<file path="config.mk">
export PLATFORM = sky130hd
export DESIGN_NAME = pcint_ctrl
export DESIGN_NICKNAME = d
export VERILOG_FILES = /design/src/rtl/pcint_pkg.sv /design/src/rtl/pcint_sync.sv /design/src/rtl/pcint_group.sv /design/src/rtl/pcint_ctrl.sv
export SDC_FILE = /design/constraint.sdc
export NUM_CORES = 1
export LEC_CHECK = 0
export BUFFER_PORTS_ARGS = -buffer_cell sky130_fd_sc_hd__buf_2
export CAP_MARGIN = 20
export CORE_ASPECT_RATIO = 1.25
export CORE_MARGIN = 4
export CORE_UTILIZATION = 50
export DETAILED_ROUTE_END_ITERATION = 6
export PLACE_DENSITY = 0.75
export SETUP_SLACK_MARGIN = 0.1
export SLEW_MARGIN = 20
export SYNTH_ARGS = -nofsm -noshare
export SYNTH_HDL_FRONTEND = slang
export SYNTH_SLANG_ARGS = --single-unit
</file>
<file path="constraint.sdc">
create_clock -name clk_i -period 2.2 [get_ports clk_i]
set_clock_uncertainty 0.05 [all_clocks]
set_input_delay 0.11 -clock clk_i [delete_from_list [all_inputs] [get_ports clk_i]]
set_output_delay 0.11 -clock clk_i [all_outputs]
set_load 0.02 [all_outputs]
</file>
<file path="src/rtl/pcint_pkg.sv">
package pcint_pkg;
  localparam int unsigned NGRP         = 2;
  localparam int unsigned OFS_MASK_LO  = 'h0F;
  localparam int unsigned OFS_MASK_HI  = 'h10;
  localparam int unsigned OFS_FLAG     = 'h11;
  localparam int unsigned OFS_CTRL     = 'h12;
endpackage

</file>
<file path="src/rtl/pcint_sync.sv">
module pcint_sync #(
  parameter int unsigned W = 12
) (
  input  logic         clk_i,
  input  logic         rst_ni,
  input  logic [W-1:0] pin_i,
  output logic [W-1:0] chg_o
);
  logic [W-1:0] s1_q, s2_q, prev_q;

  always_ff @(posedge clk_i or negedge rst_ni) begin
    if (!rst_ni) begin
      s1_q   <= '0;
      s2_q   <= '0;
      prev_q <= '0;
    end else begin
      s1_q   <= pin_i;
      s2_q   <= s1_q;
      prev_q <= s2_q;
    end
  end

  // toggle in either direction
  assign chg_o = s2_q ^ prev_q;
endmodule

</file>
<file path="src/rtl/pcint_group.sv">
module pcint_group #(
  parameter int unsigned W = 8
) (
  input  logic         clk_i,
  input  logic         rst_ni,
  input  logic [W-1:0] chg_i,
  input  logic [W-1:0] mask_i,
  input  logic         clr_i,
  input  logic         en_i,
  input  logic         gie_i,
  output logic         flag_o,
  output logic         irq_o
);
  logic hit;
  logic flag_q;

  assign hit = |(chg_i & mask_i);

  // a new event beats a clear
  always_ff @(posedge clk_i or negedge rst_ni) begin
    if (!rst_ni)     flag_q <= 1'b0;
    else if (hit)    flag_q <= 1'b1;
    else if (clr_i)  flag_q <= 1'b0;
  end

  assign flag_o = flag_q;
  assign irq_o  = flag_q & en_i & gie_i;

  AST_HIT_SETS_FLAG: assert property (@(posedge clk_i) disable iff (!rst_ni)
    hit |=> flag_o);
  AST_SET_BEATS_CLR: assert property (@(posedge clk_i) disable iff (!rst_ni)
    (hit && clr_i) |=> flag_o);
  AST_CLR_EMPTIES: assert property (@(posedge clk_i) disable iff (!rst_ni)
    (clr_i && !hit) |=> !flag_o);
  AST_NO_SPURIOUS_SET: assert property (@(posedge clk_i) disable iff (!rst_ni)
    (!flag_o && !hit) |=> !flag_o);
endmodule

</file>
<file path="src/rtl/pcint_ctrl.sv">
module pcint_ctrl
  import pcint_pkg::*;
#(
  parameter int unsigned LO_W = 8,
  parameter int unsigned HI_W = 4,
  parameter int unsigned AW   = 8
) (
  input  logic                 clk_i,
  input  logic                 rst_ni,
  input  logic [AW-1:0]        addr_i,
  input  logic [7:0]           wdata_i,
  input  logic                 we_i,
  output logic [7:0]           rdata_o,
  input  logic [LO_W+HI_W-1:0] pins_i,
  input  logic [NGRP-1:0]      ack_i,
  input  logic                 gie_i,
  output logic [NGRP-1:0]      irq_o
);
  localparam int unsigned NPIN = LO_W + HI_W;

  logic [NPIN-1:0] chg;
  logic [LO_W-1:0] mask_lo_q;
  logic [HI_W-1:0] mask_hi_q;
  logic [NPIN-1:0] mask_all;
  logic [NGRP-1:0] en_q;
  logic [NGRP-1:0] flag;
  logic [NGRP-1:0] clr;
  logic            sel_mlo, sel_mhi, sel_flag, sel_ctrl;

  assign sel_mlo  = (addr_i == AW'(OFS_MASK_LO));
  assign sel_mhi  = (addr_i == AW'(OFS_MASK_HI));
  assign sel_flag = (addr_i == AW'(OFS_FLAG));
  assign sel_ctrl = (addr_i == AW'(OFS_CTRL));

  pcint_sync #(.W(NPIN)) u_sync (
    .clk_i (clk_i),
    .rst_ni(rst_ni),
    .pin_i (pins_i),
    .chg_o (chg)
  );

  always_ff @(posedge clk_i or negedge rst_ni) begin
    if (!rst_ni) begin
      mask_lo_q <= '0;
      mask_hi_q <= '0;
      en_q      <= '0;
    end else if (we_i) begin
      if (sel_mlo)  mask_lo_q <= wdata_i[LO_W-1:0];
      if (sel_mhi)  mask_hi_q <= wdata_i[HI_W-1:0];
      if (sel_ctrl) en_q      <= wdata_i[NGRP-1:0];
    end
  end

  assign mask_all = {mask_hi_q, mask_lo_q};
  assign clr      = ack_i | ({NGRP{we_i & sel_flag}} & wdata_i[NGRP-1:0]);

  for (genvar g = 0; g < NGRP; g++) begin : g_grp
    localparam int unsigned GW = (g == 0) ? LO_W : HI_W;
    localparam int unsigned GB = (g == 0) ? 0 : LO_W;

    pcint_group #(.W(GW)) u_grp (
      .clk_i (clk_i),
      .rst_ni(rst_ni),
      .chg_i (chg[GB +: GW]),
      .mask_i(mask_all[GB +: GW]),
      .clr_i (clr[g]),
      .en_i  (en_q[g]),
      .gie_i (gie_i),
      .flag_o(flag[g]),
      .irq_o (irq_o[g])
    );

    AST_IRQ_NEEDS_EN: assert property (@(posedge clk_i) disable iff (!rst_ni)
      irq_o[g] |-> (en_q[g] && flag[g]));
  end

  always_comb begin
    rdata_o = 8'h00;
    if (sel_mlo)  rdata_o[LO_W-1:0] = mask_lo_q;
    if (sel_mhi)  rdata_o[HI_W-1:0] = mask_hi_q;
    if (sel_flag) rdata_o[NGRP-1:0] = flag;
    if (sel_ctrl) rdata_o[NGRP-1:0] = en_q;
  end

  AST_IRQ_NEEDS_GIE: assert property (@(posedge clk_i) disable iff (!rst_ni)
    (|irq_o) |-> gie_i);
  AST_FLAG_UNUSED_ZERO: assert property (@(posedge clk_i) disable iff (!rst_ni)
    sel_flag |-> (rdata_o[7:NGRP] == '0));
endmodule

</file>
==> results.py, run 1 <==
metrics = {
    "sta": {
        "slew_viol_final": 0,
        "relSlewSlack_pct": 66.6,
        "max_slew.worst_pin.slew_ns": 0.500,
        "min_period_ns": 1.77,
        "fin_tns_setup_ns": 0,
        "hold_violations": 0,
        "holdWs_ns": 0.0209,
        "setup_viol": 0,
        "grt_setup_unrepaired": "false",
        "post-route-period-util_pct": 80.6,
        "max_freq_mhz": 564,
    },
    "power_and_ir_drop": {
        "clkPwrFrac_pct": 30.9,
        "total_power_w": 0.00172,
        "p_switching_w": 0.000377,
        "p_comb_share_pct": 8.3,
        "switching_share_pct": 22.0,
        "ir_drop_mv": 0.595,
        "seqPwrFrac_pct": 60.8,
        "power_per_cell_area_nw_per_um2": 704,
        "internal_power_w": 0.00134,
        "leakagePower_nw": 1.21,
    },
    "finish": {
        "drive_above_1_share_pct": 37.1,
        "syn_to_final_growth_pct": 27.2,
        "antenna_cells": 0,
        "finalNetCount": 230,
    },
    "setup_path": {
        "cp_max_fo": 9,
        "arrival_ns": 1.61,
        "cp.required_ns": 2.04,
        "end_kind": "output port",
        "cp-startpoint": "addr_i[3]",
        "r2r_end": "g_grp[0].u_grp.flag_o$_DFFE_PN0P_",
        "crit-reg2reg-launch": "u_sync.s2_q[5]$_DFF_PN0_",
        "crit_path_end": "rdata_o[1]",
        "critPathKind": "in2out",
        "r2r_slack_ns": 0.91,
        "reg2regPathDepth": 4,
        "start_kind": "input port",
    },
    "placed_design": {
        "place.gp.congestion": 0.964,
        "hpwl_um": 2740,
        "io_buffer_count": 43,
    },
    "clock_network": {
        "cts_tree": "built",
        "clkLatencyLatePin_ns": 0.30,
        "cts-buffers-inserted": 5,
        "numClockSinks": 52,
        "cts_buffer_depth": 2,
        "cts_setup_buffers": 0,
        "clk_pin_slew_ns": 0.08,
        "root_buffer": "clkbuf_8",
        "h-tree-depth": 2,
        "cts_resized": 0,
    },
    "logic_synthesis": {
        "netlist_top_cells_count": "dfrtp_1 (52), mux2_2 (14), xor2_1 (12)",
        "synth.most_common_cell": "dfrtp_1",
        "avgSynthCellArea_um2": 14.7,
        "syn_area_um2": 1920,
        "synth-async-reset-ratio_pct": 100,
        "ys_warn_count": 0,
        "yosysTopAreaCell": "dfrtp_1",
        "synth_edf_count": 0,
        "ys_types": 26,
        "synthCells": 130,
        "synth_area_leaders": "dfrtp_1 (68%), mux2_2 (8.2%), xor2_1 (5.5%)",
        "ys_seq_area_share_pct": 67.9,
        "synthDominantCellAreaShare_pct": 67.9,
        "synth_seq_cells": 52,
        "syn_nets": 164,
        "synth_flop_cell": "dfrtp_1",
    },
    "route": {
        "wirelength_um": 3620,
        "avgRoutedWirePerCell_um": 15.4,
        "drt_iter0_markers": 46,
        "via_per_inst": 5.34,
        "drt_first_pass_iters": 4,
        "drc": 0,
        "antenna_left": 0,
        "via_count": 1261,
    },
    "global_route": {
        "antenna_found_initial": 0,
        "overflow": 0,
        "grt_pass1_vias": 1381,
        "gr-usage-all-layers_pct": 17.1,
        "grt_max_degree": 33,
        "grt_pass1_wl_um": 6390,
    },
    "floorplan": {
        "die_x_um": 63.4,
        "io-pin-count": 44,
        "die-area_um2": 4890,
        "core_um2": 3600,
        "num_rows": 24,
        "initial_core_util_pct": 53.2,
        "die_y_um": 77.2,
    },
    "hold_path": {
        "hp-class": "in2reg",
        "min_path_cells": 2,
    },
    "outcome": {
        "status": "completed",
    },
    "flow_run": {
        "maxCapViolations": 0,
    },
}
## cells by family after synthesis
kind of cell | synth area share (%)
DFF | 67.9
and+or+nand+nor | 11.9
muxes | 8.22
AOI/OAI and AO/OA | 5.09
xor gates and xnor gates | 5.48
buffers and inverters | 1.44
## power by group through the flow
| stage | sequential, W | combinational (W) | clock [W] |
|---|---|---|---|
| 5_1_grt | 0.00105 | 0.000161 | 0.000607 |
| 3_5_place_dp | 0.00107 | 0.000122 | 0 |
| 6_report | 0.00104 | 0.000142 | 0.000531 |
| 4_1_cts | 0.00105 | 0.000144 | 0.000553 |
| 2_1_floorplan | 0.00105 | 0.0000562 | 0 |
| 3_3_place_gp | 0.00106 | 0.000115 | 0 |
## per-stage QoR
stage          worst slack, ns  util (%)  instances  cell area (µm²)
2_1_floorplan            0.539         -        130             1920
3_3_place_gp             0.408      60.4        211             2180
3_5_place_dp             0.316      60.4        211             2180
4_1_cts                  0.423      67.4        235             2430
5_1_grt                  0.308      67.7        236             2440
6_report                 0.428      67.7        236             2440
## critical path: stages
cell and delay (ns):
buf_2 0.11, or4b_1 0.56, nor3_4 0.31, nand3b_1 0.20
a2bb2oi_1 0.16, buf_2 0.15
## per-layer routing
layer | track usage [%] | share of wire (%) | vias to the layer above
li1 | - | - | 591
met1 | 19.4 | 39 | 619
met2 | 28.5 | 51 | 41
met3 | 5.41 | 6.2 | 10
met4 | 8.86 | 3.1 | 0
met5 | 0 | 0 | -
## timing repair
action / in CTS / in global routing
endpoints found under the hold margin: 35 / 1
hold buffers: 16 / 1
setup endpoints to repair: 0 / 0
## worst min path at each step
stage                    start                       end  slack (ns)
global route        wdata_i[2]  mask_hi_q[2]$_DFFE_PN0P_       0.006
detailed placement      rst_ni  u_sync.s1_q[6]$_DFF_PN0_        0.04
CTS                 wdata_i[3]  mask_lo_q[3]$_DFFE_PN0P_       0.005
finish              wdata_i[7]  mask_lo_q[7]$_DFFE_PN0P_        0.02
global placement        rst_ni  u_sync.s1_q[2]$_DFF_PN0_        0.02
floorplan               rst_ni       en_q[0]$_DFFE_PN0P_       -0.24
## cell type report
cell class              instances  area, µm²
clock inverters                 2       10.0
fillers                       259       1160
inverters                       2       7.51
flip-flops and latches         52       1300
well taps                      39       48.8
clock buffers                   6       82.6
repair buffers                 62        400
multi-input cells              73        588
## registers in the layout (all words and copies together), names as in the netlist
register,flops
g_grp.u_grp.flag_o,2
en_q,2
u_sync.s1_q,12
mask_hi_q,4
u_sync.s2_q,12
u_sync.prev_q,12
mask_lo_q,8
## layout by cell type (no fill, tap or decap), drive strengths merged, types with 2 or more instances in the layout
master        n
o2bb2ai       2
dlygate4sd3  17
xor2         12
and2          4
mux2         14
clkinv        2
clkbuf        6
and3          2
dfrtp        52
a2bb2oi       2
nor2          3
nand4         4
buf          45
nand3         3
a22oi         6
nand2        10
a31o          2
inv           2
No activity file was read; power rests on OpenSTA's default activity.
==> run 2: changes to the inputs <==
ABC_AREA = 1   (was default)
CORE_UTILIZATION = 48   (was 50)
PLACE_DENSITY = 0.74   (was 0.75)
clock period = 1.5 ns   (was 2.2 ns; I/O delays follow)
==> run 2 against run 1 <==
  * First-iteration DRC count up 24%
  * Critical path type is now reg2out
  * Non-clock buffer count rose by 4
  * Sequential cell count unchanged
  * Die area increased by 15%
  * Largest cell class unchanged
  * Combinational power up 77%
==> results.py, run 2 <==
metrics = {
    "finish": {
        "final_common_cell": "nand2_1",
        "syn_to_final_growth_pct": 28.1,
        "reg_top3": "u_sync.prev_q x12, u_sync.s1_q x12, u_sync.s2_q x12",
        "finalNetCount": 329,
        "final_core_util_pct": 65.5,
        "fillers": 347,
        "finalInstanceArea_um2": 2750,
        "antenna_cells": 0,
        "drive_above_1_share_pct": 24.7,
        "mostFrequentLayoutCells": "nand2_1 (66), dfrtp_1 (52), buf_2 (43), inv_1 (25), nor2_1 (25)",
    },
    "route": {
        "via_count": 1642,
        "wirelength_um": 3970,
        "drt_first_pass_iters": 4,
        "drt_iter0_markers": 57,
        "via_per_inst": 4.66,
        "avgRoutedWirePerCell_um": 11.3,
        "drc": 0,
        "antenna_left": 0,
    },
    "sta": {
        "min_period_ns": 1.20,
        "fin_tns_setup_ns": 0,
        "max_freq_mhz": 834,
        "holdWs_ns": 0.0160,
        "post-route-period-util_pct": 80.0,
        "relSlewSlack_pct": 80.1,
        "grt_setup_unrepaired": "false",
        "max_slew.worst_pin.slew_ns": 0.298,
        "setup_viol": 0,
        "slew_viol_final": 0,
        "setup_ws_ns": 0.300,
        "hold_violations": 0,
    },
    "hold_path": {
        "hp-class": "in2reg",
        "hp-start": "ack_i[1]",
        "holdPathEnd": "g_grp[1].u_grp.flag_o$_DFFE_PN0P_",
        "min_path_cells": 4,
    },
    "setup_path": {
        "end_kind": "output port",
        "path_cells": "nand3_1 > nand4_1 > buf_2",
        "cp_max_fo": 3,
        "start_kind": "flop",
        "r2r_slack_ns": 0.35,
        "crit-reg2reg-launch": "u_sync.prev_q[10]$_DFF_PN0_",
        "cp.required_ns": 1.37,
        "reg2regPathDepth": 5,
        "arrival_ns": 1.07,
        "r2r_end": "g_grp[1].u_grp.flag_o$_DFFE_PN0P_",
        "crit_path_max_incr_delay_ns": 0.41,
        "critPathKind": "reg2out",
        "slowest_stage": "dfrtp_1",
    },
    "outcome": {
        "status": "completed",
    },
    "floorplan": {
        "num_rows": 26,
        "die_x_um": 67.8,
        "initial_core_util_pct": 51.1,
        "core_um2": 4200,
        "die_y_um": 82.8,
        "io-pin-count": 44,
        "die-area_um2": 5610,
    },
    "power_and_ir_drop": {
        "p_switching_w": 0.000603,
        "leakagePower_nw": 1.44,
        "switching_share_pct": 21.6,
        "clkPwrFrac_pct": 36.2,
        "p_comb_share_pct": 9.0,
        "ir_drop_mv": 0.850,
        "internal_power_w": 0.00219,
        "power_per_cell_area_nw_per_um2": 1020,
        "seqPwrFrac_pct": 54.7,
    },
    "clock_network": {
        "numClockSinks": 52,
        "cts-buffers-inserted": 5,
        "cts_tree": "built",
        "root_buffer": "clkbuf_8",
        "cts_buffer_depth": 2,
        "clkLatencyLatePin_ns": 0.30,
        "clk_pin_slew_ns": 0.09,
        "h-tree-depth": 2,
        "cts_resized": 0,
    },
    "logic_synthesis": {
        "synth_top_family_by_area": "simple AND/OR/NAND/NOR gates",
        "synth-async-reset-ratio_pct": 100,
        "synth_flop_cell": "dfrtp_1",
        "netlist_top_cells_count": "nand2_1 (66), dfrtp_1 (52), inv_1 (25), nor2_1 (25), nand3_1 (23)",
        "synth_compound_area_share_pct": 2.22,
        "yosysTopAreaCell": "dfrtp_1",
        "synthDominantCellAreaShare_pct": 60.6,
        "muxShareOfSynthArea_pct": 0,
        "synthCells": 226,
        "synth.most_common_cell": "nand2_1",
        "syn_area_um2": 2150,
        "synth_edf_count": 0,
        "ys_types": 23,
        "synth_area_leaders": "dfrtp_1 (61%), nand2_1 (12%), nand3_1 (5.4%)",
        "yosys.area_share.simple_pct": 30.1,
        "ys_seq_area_share_pct": 60.6,
        "avgSynthCellArea_um2": 9.49,
        "synth_fa_ha_area_share_pct": 0,
        "yosys.area_share.xor_xnor_pct": 0,
        "synth_seq_cells": 52,
        "syn_nets": 260,
        "ys_warn_count": 0,
    },
    "placed_design": {
        "io_buffer_count": 43,
        "hpwl_um": 2830,
        "dp_slack_ns": 0.357,
        "placed_area_um2": 2400,
        "place.gp.congestion": 0.759,
    },
    "global_route": {
        "grt_pass1_wl_um": 6870,
        "overflow": 0,
        "grt_pass1_vias": 1590,
        "grt_max_degree": 53,
        "antenna_found_initial": 0,
        "gr-usage-all-layers_pct": 16.6,
    },
    "flow_run": {
        "maxCapViolations": 0,
    },
}
==> run 2: changes by cell type after synthesis, moves of 12 or more <==
cell     delta
inv_1      +23
mux2_2     -14
nand3_1    +21
nand2_1    +56
nor2_1     +22
xor2_1     -12
==> run 2: per-stage QoR <==
step	power, W	instances
finish	0.00279	352
global placement	0.00176	322
detailed placement	0.00177	322
floorplan	0.00166	226
global route	0.00293	352
CTS	0.00282	352
==> run 2: logic make-up (layout without fill, tap and decap cells) <==
kind of cell,after synthesis,in the layout
flops,52,52
compound gates,8,8
simple gates,135,135
buf+inv,31,101
==> run 2: worst max-delay path by stage <==
stage	startpoint	endpoint	slack (ns)	cells after the start
after floorplan	u_sync.prev_q[10]$_DFF_PN0_	g_grp[1].u_grp.flag_o$_DFFE_PN0P_	0.43	5
after global placement	addr_i[5]	rdata_o[3]	0.37	9
after detailed placement	addr_i[5]	rdata_o[2]	0.36	8
after CTS	mask_lo_q[1]$_DFFE_PN0P_	rdata_o[1]	0.28	3
after global routing	mask_lo_q[1]$_DFFE_PN0P_	rdata_o[1]	0.21	3
final	mask_lo_q[0]$_DFFE_PN0P_	rdata_o[0]	0.30	3
==> run 2: critical path: cells and delay by family, from the launching register on <==
kind / cells / cell delay [ns]
flip-flops: 1 / 0.41
AND/OR/NAND/NOR: 2 / 0.19
buffers and inverters: 1 / 0.17
==> run 2: area by class of cell <==
class	count	area [µm²]	share of cell area (%)
Clock buffer	7	96.3	3.50
Clock inverter	1	30.0	1.09
Inverter	27	101	3.69
Multi-Input combinational cell	143	694	25.3
Sequential cell	52	1300	47.3
Tap cell	56	70.1	2.55
Timing Repair Buffer	66	455	16.6
==> run 2: layer usage <==
metal  vias up  share of wire, %  global-route usage, %
li1        833                 -                      -
met1       759                43                   20.9
met2        44                51                   27.8
met3         6               4.8                   3.25
met4         0               1.8                   6.76
met5         -                 0                      0
==> run 2: what timing repair did <==
| item | CTS | global route |
|---|---|---|
| buffers inserted | 0 | 0 |
| hold endpoints to repair | 74 | 0 |
| hold buffers | 22 | 0 |
==> run 2: power groups by stage <==
stage          sequential [W]  combinational, W  clock, W
3_5_place_dp          0.00156          0.000210         0
3_3_place_gp          0.00155          0.000204         0
4_1_cts               0.00153          0.000256   0.00104
2_1_floorplan         0.00154          0.000113         0
5_1_grt               0.00154          0.000290   0.00110
6_report              0.00153          0.000252   0.00101
==> run 3: changes to the inputs <==
clock period = 1.1 ns   (was 1.5 ns; I/O delays follow)
==> run 3 against run 2 <==
  * The run now ends with setup timing left
  * Hold slack better by 0.084 ns
  * Combinational power grew 54%
  * Count of clock-buffer cells in the layout is the same
  * Wire length up 3.7%
  * Setup slack worse by 0.36 ns
  * Register-to-register slack got worse by 0.34 ns
  * Critical path depth stayed put
  * Sequential cell count did not move
  * Global-route usage rose by 0.33 points
  * Power up 28%
  * Largest cell class unchanged
==> results.py, run 3 (synthesis results as in run 2) <==
metrics = {
    "outcome": {
        "status": "finished with violations",
        "failed_checks": "setup timing",
    },
    "finish": {
        "finalNetCount": 343,
        "mostFrequentLayoutCells": "nand2_1 (64), dfrtp_1 (52), buf_2 (33), inv_1 (24), nor2_1 (24)",
        "reg_top3": "u_sync.prev_q x12, u_sync.s1_q x12, u_sync.s2_q x12",
        "syn_to_final_growth_pct": 35.0,
        "finalInstanceArea_um2": 2900,
        "antenna_cells": 0,
        "drive_above_1_share_pct": 30.3,
        "fillers": 320,
        "final_common_cell": "nand2_1",
    },
    "sta": {
        "setup_ws_ns": -0.0583,
        "max_freq_mhz": 863,
        "relSlewSlack_pct": 82.3,
        "grt_setup_unrepaired": "true",
        "fin_tns_setup_ns": -0.116,
        "post-route-period-util_pct": 105,
        "max_slew.worst_pin.slew_ns": 0.265,
        "min_period_ns": 1.16,
        "slew_viol_final": 0,
        "setup_viol": 3,
        "hold_violations": 0,
    },
    "placed_design": {
        "hpwl_um": 2840,
        "io_buffer_count": 43,
        "dp_slack_ns": 0.00935,
        "placed_area_um2": 2440,
        "place.gp.congestion": 0.779,
    },
    "route": {
        "antenna_left": 0,
        "drc": 0,
        "drt_iter0_markers": 60,
        "avgRoutedWirePerCell_um": 11.2,
        "wirelength_um": 4120,
        "via_count": 1709,
        "via_per_inst": 4.67,
        "drt_first_pass_iters": 4,
    },
    "floorplan": {
        "core_um2": 4200,
        "die-area_um2": 5610,
        "num_rows": 26,
        "die_x_um": 67.8,
        "io-pin-count": 44,
        "initial_core_util_pct": 51.1,
        "die_y_um": 82.8,
    },
    "setup_path": {
        "critPathKind": "reg2out",
        "cp.required_ns": 1.00,
        "crit_family": "flip-flops",
        "path_cells": "nand3_1 > nand4_1 > buf_4",
        "crit_path_max_incr_delay_ns": 0.41,
        "r2r_end": "g_grp[0].u_grp.flag_o$_DFFE_PN0P_",
        "start_kind": "flop",
        "cp_max_fo": 3,
        "slowest_stage": "dfrtp_1",
        "crit_buf_inv": 1,
        "crit-reg2reg-launch": "mask_lo_q[6]$_DFFE_PN0P_",
        "end_kind": "output port",
        "r2r_slack_ns": 0.01,
        "arrival_ns": 1.05,
        "reg2regPathDepth": 7,
    },
    "clock_network": {
        "clk_pin_slew_ns": 0.08,
        "clkLatencyLatePin_ns": 0.30,
        "root_buffer": "clkbuf_8",
        "cts_buffer_depth": 2,
        "numClockSinks": 52,
        "cts-buffers-inserted": 5,
        "h-tree-depth": 2,
        "cts_tree": "built",
    },
    "hold_path": {
        "hp-class": "in2reg",
        "min_path_cells": 3,
        "hp-start": "we_i",
        "holdPathEnd": "en_q[1]$_DFFE_PN0P_",
    },
    "global_route": {
        "grt_max_degree": 53,
        "overflow": 0,
        "grt_pass1_vias": 1645,
        "antenna_found_initial": 0,
        "gr-usage-all-layers_pct": 16.9,
        "grt_pass1_wl_um": 7130,
    },
    "power_and_ir_drop": {
        "ir_drop_mv": 1.27,
        "total_power_w": 0.00357,
        "power_per_cell_area_nw_per_um2": 1230,
        "leakagePower_nw": 1.49,
    },
    "flow_run": {
        "maxCapViolations": 0,
    },
}
==> run 3: changes by cell type in the layout (fill, tap and decap cells not counted), moves of 3 or more <==
cell / previous run / this run
buf_2: 43 / 33
nand3_1: 23 / 20
buf_6: 0 / 3
nand3_2: 0 / 3
buf_4: 0 / 20
==> run 3: cell type report <==
cell class / count / area (µm²) / share of cell area (%)
flip-flops and latches: 52 / 1300 / 44.9
clock buffers: 7 / 86.3 / 2.98
clock inverters: 1 / 7.51 / 0.259
well taps: 56 / 70.1 / 2.42
inverters: 27 / 101 / 3.50
repair buffers: 80 / 599 / 20.7
multi-input cells: 143 / 731 / 25.2
==> run 3: worst register-to-register path, cell delays in order, from the launching register on <==
cell and delay (ns):
dfrtp_1 0.39, buf_4 0.14, nand3_1 0.07, nand2_1 0.05, inv_1 0.04, nand2_1 0.07
nor2_2 0.11, nand2_1 0.05
==> run 3: timing repair <==
action | 4_1_cts | 5_1_grt
pin swaps | 13 | 4
hold buffers | 23 | 0
gates resized for setup | 17 | 4
endpoints found under the hold margin | 76 | 0
buffers inserted | 7 | 2
setup endpoints to repair | 12 | 12
==> run 3: through the flow <==
step	cells	util, %	hold WS (ns)
2_1_floorplan	226	-	-0.291
3_3_place_gp	326	58.2	0.0112
3_5_place_dp	326	58.2	0.0148
4_1_cts	364	68.4	0.0976
5_1_grt	366	69.0	0.117
6_report	366	69.0	0.100
==> run 3: layer usage <==
layer | share of wire, % | track usage (%)
met1 | 41 | 21.0
met4 | 1.1 | 4.77
met2 | 52 | 29.9
met5 | 0 | 0
met3 | 5.3 | 3.25
==> run 3: worst max path at each step <==
stage | start | to | slack, ns | depth (start not counted)
3_3_place_gp | addr_i[5] | rdata_o[3] | 0.03 | 9
3_5_place_dp | addr_i[5] | rdata_o[3] | 0.009 | 8
2_1_floorplan | u_sync.prev_q[8]$_DFF_PN0_ | g_grp[1].u_grp.flag_o$_DFFE_PN0P_ | 0.1 | 5
5_1_grt | en_q[1]$_DFFE_PN0P_ | rdata_o[1] | -0.11 | 3
6_report | en_q[0]$_DFFE_PN0P_ | rdata_o[0] | -0.06 | 3
4_1_cts | mask_lo_q[1]$_DFFE_PN0P_ | rdata_o[1] | -0.06 | 3
==> run 3: power breakdown <==
group          switching, W  internal [W]  leakage (nW)
Clock              0.000582      0.000512        0.0445
Combinational      0.000193      0.000194         0.809
Sequential        0.0000659       0.00202         0.638
